==> src/rtl/pdm_lut_pkg.sv <==
package pdm_lut_pkg;

   localparam int SAMPLES_PER_BYTE = 8;
   localparam int TABLE_DEPTH      = 1 << SAMPLES_PER_BYTE;

   typedef logic [SAMPLES_PER_BYTE-1:0] pdm_byte_t;

   // Mirror a byte so the oldest sample takes the newest position.
   function automatic pdm_byte_t flip_byte(pdm_byte_t b);
      pdm_byte_t r;
      for (int i = 0; i < SAMPLES_PER_BYTE; i++) r[i] = b[SAMPLES_PER_BYTE-1-i];
      return r;
   endfunction

endpackage

==> src/rtl/pdm_lut_rom.sv <==
module pdm_lut_rom
   import pdm_lut_pkg::*;
#(
   parameter int NHB   = 3,
   parameter int CW    = 32,
   parameter int OW    = 32,
   parameter logic signed [CW-1:0] HALF_COEF [NHB*8] = '{default: '0},
   localparam int TW   = (NHB > 1) ? $clog2(NHB) : 1
) (
   input  logic [TW-1:0]          tbl,
   input  pdm_byte_t              pat,
   output logic signed [OW-1:0]   val
);

   // Partial sum of one bin: +h for a 1 bit, -h for a 0 bit.
   function automatic logic signed [OW-1:0] part_sum(int t, int p);
      logic signed [OW-1:0] s;
      logic signed [OW-1:0] c;
      s = '0;
      for (int j = 0; j < SAMPLES_PER_BYTE; j++) begin
         c = OW'(HALF_COEF[SAMPLES_PER_BYTE*t + j]);
         if (p[j]) s = s + c;
         else      s = s - c;
      end
      return s;
   endfunction

   logic signed [OW-1:0] tab [NHB][TABLE_DEPTH];

   for (genvar t = 0; t < NHB; t++) begin : g_tbl
      for (genvar p = 0; p < TABLE_DEPTH; p++) begin : g_ent
         localparam logic signed [OW-1:0] ENTRY = part_sum(t, p);
         assign tab[t][p] = ENTRY;
      end
   end

   assign val = tab[tbl][pat];

endmodule

==> src/rtl/pdm_bin_history.sv <==
module pdm_bin_history
   import pdm_lut_pkg::*;
#(
   parameter int NCH  = 8,
   parameter int NBIN = 6,
   localparam int CHW = $clog2(NCH),
   localparam int BW  = $clog2(NBIN)
) (
   input  logic              clk,
   input  logic              rst_n,
   input  logic              load,
   input  logic [NCH*8-1:0]  din,
   input  logic [CHW-1:0]    rd_chan,
   input  logic [BW-1:0]     rd_bin,
   output pdm_byte_t         dout
);

   localparam pdm_byte_t IDLE_PATTERN = 8'h55;

   pdm_byte_t hist [NCH][NBIN];

   for (genvar c = 0; c < NCH; c++) begin : g_ch
      always_ff @(posedge clk or negedge rst_n) begin
         if (!rst_n) begin
            for (int k = 0; k < NBIN; k++) hist[c][k] <= IDLE_PATTERN;
         end else if (load) begin
            hist[c][0] <= din[8*c +: 8];
            for (int k = 1; k < NBIN; k++) hist[c][k] <= hist[c][k-1];
         end
      end
   end

   assign dout = hist[rd_chan][rd_bin];

   // a load moves the newest byte one bin deeper
   a_r5_bin_shift: assert property (@(posedge clk) disable iff (!rst_n)
      load |=> hist[0][1] == $past(hist[0][0]));

endmodule

==> src/rtl/pdm_tdm_seq.sv <==
module pdm_tdm_seq #(
   parameter int NCH  = 8,
   parameter int NBIN = 6,
   localparam int CHW = $clog2(NCH),
   localparam int BW  = $clog2(NBIN)
) (
   input  logic           clk,
   input  logic           rst_n,
   input  logic           start,
   output logic           active,
   output logic [CHW-1:0] chan,
   output logic [BW-1:0]  bin,
   output logic           last
);

   localparam logic [CHW-1:0] LAST_CH  = CHW'(NCH - 1);
   localparam logic [BW-1:0]  LAST_BIN = BW'(NBIN - 1);

   always_ff @(posedge clk or negedge rst_n) begin
      if (!rst_n) begin
         active <= 1'b0;
         chan   <= '0;
         bin    <= '0;
      end else if (start) begin
         active <= 1'b1;
         chan   <= '0;
         bin    <= '0;
      end else if (active) begin
         if (bin == LAST_BIN) begin
            bin <= '0;
            if (chan == LAST_CH) active <= 1'b0;
            else                 chan   <= chan + 1'b1;
         end else begin
            bin <= bin + 1'b1;
         end
      end
   end

   assign last = active && (bin == LAST_BIN);

   // channels are visited in ascending order within one set
   a_r4_chan_step: assert property (@(posedge clk) disable iff (!rst_n)
      (active && bin == '0 && $past(active)) |-> chan == CHW'($past(chan) + 1'b1));

endmodule

==> src/rtl/pdm_lut_decim.sv <==
module pdm_lut_decim
   import pdm_lut_pkg::*;
#(
   parameter int NCH   = 8,
   parameter int NTAPS = 48,
   parameter int CW    = 32,
   parameter int OW    = 32,
   parameter logic signed [CW-1:0] HALF_COEF [NTAPS/2] = '{
      32'sd1024,   32'sd4096,   32'sd9216,   32'sd16384,  32'sd25600,  32'sd36864,
      32'sd50176,  32'sd65536,  32'sd82944,  32'sd102400, 32'sd123904, 32'sd147456,
      32'sd173056, 32'sd200704, 32'sd230400, 32'sd262144, 32'sd295936, 32'sd331776,
      32'sd369664, 32'sd409600, 32'sd451584, 32'sd495616, 32'sd541696, 32'sd589824},
   localparam int CHW  = $clog2(NCH)
) (
   input  logic                  clk,
   input  logic                  rst_n,
   input  logic                  in_valid,
   input  logic [NCH*8-1:0]      in_bytes,
   output logic                  pcm_valid,
   output logic [CHW-1:0]        pcm_chan,
   output logic signed [OW-1:0]  pcm_data
);

   localparam int NBIN = NTAPS / SAMPLES_PER_BYTE;
   localparam int NHB  = NBIN / 2;
   localparam int BW   = $clog2(NBIN);
   localparam int TW   = (NHB > 1) ? $clog2(NHB) : 1;
   localparam int PW   = $clog2(NBIN + 1);

   if (NTAPS < 16 || NTAPS % 16 != 0) begin : g_bad_taps
      $error("NTAPS must be a positive multiple of 16");
   end
   if (NCH < 2) begin : g_bad_nch
      $error("NCH must be at least 2");
   end
   if (CW > OW) begin : g_bad_width
      $error("coefficient width exceeds output width");
   end

   logic            seq_active, seq_last;
   logic [CHW-1:0]  seq_chan;
   logic [BW-1:0]   seq_bin;
   pdm_byte_t       bin_byte, lut_pat;
   logic [TW-1:0]   lut_tbl;
   logic signed [OW-1:0] lut_val, acc, acc_next;
   logic [PW-1:0]   primed_cnt;
   logic            primed;

   pdm_tdm_seq #(.NCH(NCH), .NBIN(NBIN)) u_seq (
      .clk(clk), .rst_n(rst_n), .start(in_valid),
      .active(seq_active), .chan(seq_chan), .bin(seq_bin), .last(seq_last));

   pdm_bin_history #(.NCH(NCH), .NBIN(NBIN)) u_hist (
      .clk(clk), .rst_n(rst_n), .load(in_valid), .din(in_bytes),
      .rd_chan(seq_chan), .rd_bin(seq_bin), .dout(bin_byte));

   // Newer half reads directly, older half mirrored and bit-reversed.
   always_comb begin
      if (int'(seq_bin) < NHB) begin
         lut_tbl = TW'(seq_bin);
         lut_pat = bin_byte;
      end else begin
         lut_tbl = TW'(NBIN - 1 - int'(seq_bin));
         lut_pat = flip_byte(bin_byte);
      end
   end

   pdm_lut_rom #(.NHB(NHB), .CW(CW), .OW(OW), .HALF_COEF(HALF_COEF)) u_rom (
      .tbl(lut_tbl), .pat(lut_pat), .val(lut_val));

   assign acc_next = ((seq_bin == '0) ? '0 : acc) + lut_val;
   assign primed   = (primed_cnt == PW'(NBIN));

   always_ff @(posedge clk or negedge rst_n) begin
      if (!rst_n) primed_cnt <= '0;
      else if (in_valid && !primed) primed_cnt <= primed_cnt + 1'b1;
   end

   always_ff @(posedge clk or negedge rst_n) begin
      if (!rst_n) begin
         acc       <= '0;
         pcm_valid <= 1'b0;
         pcm_chan  <= '0;
         pcm_data  <= '0;
      end else begin
         pcm_valid <= 1'b0;
         if (seq_active) acc <= acc_next;
         if (seq_last) begin
            pcm_valid <= primed;
            pcm_chan  <= seq_chan;
            pcm_data  <= acc_next;
         end
      end
   end

   // a new set must not arrive while the previous one is in flight
   a_r7_no_overrun: assert property (@(posedge clk) disable iff (!rst_n)
      in_valid |-> !seq_active);
   // a word is issued only after the last bin of a channel
   a_r6_after_last_bin: assert property (@(posedge clk) disable iff (!rst_n)
      pcm_valid |-> $past(seq_last));
   // each word is a single-cycle pulse
   a_r4_single_pulse: assert property (@(posedge clk) disable iff (!rst_n)
      pcm_valid |=> !pcm_valid);
   // nothing comes out before the history is filled
   a_r1_quiet_until_primed: assert property (@(posedge clk) disable iff (!rst_n)
      pcm_valid |-> primed_cnt == PW'(NBIN));

endmodule

==> config.mk <==
export PLATFORM = sky130hd
export DESIGN_NAME = pdm_lut_decim
export DESIGN_NICKNAME = d
export VERILOG_FILES = /design/src/rtl/pdm_lut_pkg.sv /design/src/rtl/pdm_lut_rom.sv /design/src/rtl/pdm_bin_history.sv /design/src/rtl/pdm_tdm_seq.sv /design/src/rtl/pdm_lut_decim.sv
export SDC_FILE = /design/constraint.sdc
export NUM_CORES = 1
export LEC_CHECK = 0
export BUFFER_PORTS_ARGS = -buffer_cell sky130_fd_sc_hd__buf_2
export CAP_MARGIN = 20
export CELL_PAD_IN_SITES_DETAIL_PLACEMENT = 1
export CELL_PAD_IN_SITES_GLOBAL_PLACEMENT = 1
export CORE_MARGIN = 2
export CORE_UTILIZATION = 45
export CTS_CLUSTER_SIZE = 16
export DETAILED_ROUTE_END_ITERATION = 8
export PLACE_DENSITY_LB_ADDON = 0.1
export SLEW_MARGIN = 20
export SYNTH_ARGS = -nofsm -noshare
export SYNTH_HDL_FRONTEND = slang
export SYNTH_HIERARCHICAL = 1
export SYNTH_SLANG_ARGS = --single-unit
==> constraint.sdc <==
create_clock -name clk -period 6.8 [get_ports clk]
set_input_delay 0.68 -clock clk [delete_from_list [all_inputs] [get_ports clk]]
set_output_delay 0.68 -clock clk [all_outputs]
set_load 0.01 [all_outputs]
==> flow_summary.toml <==
[cells_and_area]
fin_cells = 3669
diodes = 0
fin_nets = 2897
drive_above_1_share = 0.4887
area_growth_pct = 20.35

[floorplan]
pin_count = 103
initial_core_util = 0.4550
core-area_um2 = 61710
die_width_um = 253.8
die_h_um = 253.8
die-area_um2 = 64410
rows = 91

[place]
place_congestion = 1.030
port_buffers = 102
dpl.hpwl_um = 74010
place_ws_ns = -0.1868
dp.cells = 3553

[synth]
syn-cell-area_um2 = 28080
synthFlopType = "dfrtp_1"
synth_commonest_cells = "442 x mux2_2, 270 x dfrtp_1, 192 x dfstp_2, 142 x a21oi_1, 139 x nor2_1"
synth_top_cell_area_share = 0.2406
synth_area_leaders = "dfrtp_1 24%, dfstp_2 18%, mux2_2 18%"
seq_area_frac_synth = 0.4203
synth_largest_area_cell = "dfrtp_1"
async_flop_share = 1.000
synth-edff-count = 0
synth_seq_cells = 462
syn_inst = 2461
yosysWarningCount = 6
ys_types = 103
synth.most_common_cell = "mux2_2"
avgSynthCellArea_um2 = 11.41

[critical_path]
cp-startpoint = "u_seq/chan[0]"
r2r_start = "u_seq/chan[0]"
worst-path-max-fanout = 51
cp_data_required_time_ns = 7.25
endpoint_kind = "register"
regToRegSetupSlack_ns = 0.17
worstSetupPathType = "register to register"
worstReg2RegEnd = "acc[31]"
critPathArrivalTime_ns = 7.08
start_kind = "register"
reg2regPathDepth = 23

[clock_network]
clkSinkCount = 462
tritoncts = "done"
cts_buffers = 51
clk_latency_ns = 0.60
cts_max_path_buffers = 3
cts_hold_buf = 0
cts_root_buf = "clkbuf_16"
cts_max_level = 2
path_clk_slew_ns = 0.06

[grt]
grt_max_degree = 188
grt_pass1_vias = 24079
groute.layer.met1.usage = 0.4253
grt_overflow_total = 0
grt_util_met2 = 0.5292
antenna_found_initial = 3
grt_most_used_layer = "met2"
met3_usage = 0.04148
grt_first_pass_wirelength_um = 155500
grt_usage = 0.3202

[timing]
fin_crit_sh = 0.9750
layout_setup_ws_ns = 0.1698
relSlewSlack = 0.2704
setup_viol = 0
max_freq_ghz = 0.1508
finalHoldViolations = 0
min_period_ns = 6.630
finalClockSkew_ns = 0.04142
worstMarginPinSlew_ns = 1.094
drv_slew = 0

[routing]
vias = 22863
drcViolationCount = 0
routedWlPerCell_um = 28.15
drtIter0Drc = 2007
firstDrtPassIters = 5
avgViaCountPerCell = 6.231
routed_wl_um = 103300
drtAntennaViolNets = 0

[power]
p_per_area_nw_per_um2 = 401.7
vdd_drop_max_mv = 0.2364
p_leak_nw = 13.72
power.total_mw = 13.58

[flow_run]
timing.max_cap.violations = 0

[min_path]
hp-class = "primary input to asynchronous set/reset pin"

[run_status]
status = "complete, no violations"
-- repair_timing --
action | in CTS | in global routing
gates cloned | 0 | 2
resized for setup | 7 | 47
hold endpoints to repair | 0 | 0
setup buffers | 0 | 18
endpoints found under the setup margin | 22 | 22
pin swaps | 0 | 17
-- power by group --
group          internal [mW]  leakage (nW)  switching (mW)
Clock                   1.69         0.847            1.13
Sequential              3.66          5.21           0.515
Combinational           2.95          7.66            3.63
Total                   8.30          13.7            5.28
-- cell usage in the layout, fill, tap and decap left out, types with 25 or more instances in the layout --
cell type and count:
clkbuf_16 51, mux4_2 99, nor2_1 139, nand2b_1 26
a22oi_1 40, o21ai_0 106, buf_4 365, mux2_2 439
nand2_1 112, nor3_1 30, dfrtp_1 267, a21oi_1 141
nand3_1 35, dfstp_2 192, buf_2 100, buf_12 26
nor2b_1 54, a31oi_1 25, o211ai_1 27, ha_1 38
-- layer usage --
metal / vias up / wire length [µm]
li1: 9984 / -
met1: 11874 / 43130
met2: 789 / 50110
met3: 216 / 5517
met4: 0 / 4524
met5: - / 0
-- worst max path at each step --
stage                          to  slack, ns  cells after the start
after floorplan           acc[25]       0.94                     26
after global placement    acc[27]      -0.18                     25
after detailed placement  acc[31]      -0.19                     25
after CTS                 acc[31]       0.01                     28
after global routing      acc[31]    -0.0008                     23
final                     acc[31]       0.17                     23
-- registers in the layout (all words and copies together), names as in the netlist --
register	count
pcm_chan	3
pcm_valid	1
u_seq/active	1
u_seq/bin	3
pcm_data	32
primed_cnt	3
u_seq/chan	3
u_hist/hist	384
acc	32
-- worst max-delay path, stage by stage, from the launching register on --
cell and delay [ns]:
dfrtp_4 0.45, buf_12 0.16, buf_4 0.14, buf_12 0.15, mux4_1 0.59, mux4_2 0.51
a211o_1 0.35, mux2_4 0.33, buf_4 0.34, o32a_1 0.43, a31oi_1 0.33, buf_4 0.18
a21oi_1 0.05, o21ai_0 0.17, a32oi_1 0.21, buf_4 0.20, ha_1 0.33, and4_4 0.20
and2_4 0.16, a221o_2 0.37, a31o_1 0.23, a221oi_2 0.24, xnor2_1 0.19, a21oi_1 0.11
-- cell families (layout without fill, tap and decap cells) --
family,after synthesis,in the layout,synth area share
fa+ha+maj,40,40,0.01809
mux,565,567,0.2691
buf+inv,250,609,0.04438
flops,462,462,0.4203
xor+xnor,35,35,0.01145
simple gates,484,484,0.08489
other cells,1,11,0.0001336
compound gates,624,624,0.1516
-- final cells by class --
cell class	instances	area, µm²
clock buffer	81	1519
multi-input combinational	1761	15310
timing repair buffer	495	3830
sequential	462	11810
inverter	19	73.82
tap	837	1047
fill	6399	27920
clock inverter	14	206.4
-- metrics by stage --
stage | hold slack [ns] | util | area (µm²) | setup TNS, ns
6_report | 0.06695 | 0.5476 | 33790 | 0
5_1_grt | 0.1396 | 0.5476 | 33790 | -0.0008464
4_1_cts | 0.1828 | 0.5415 | 33420 | 0
3_5_place_dp | 0.4808 | 0.5132 | 31670 | -2.244
3_3_place_gp | 0.4649 | 0.5132 | 31670 | -1.924
2_1_floorplan | 0.3844 | - | 28120 | 0
Note: power is estimated with default switching activity, not from simulation.
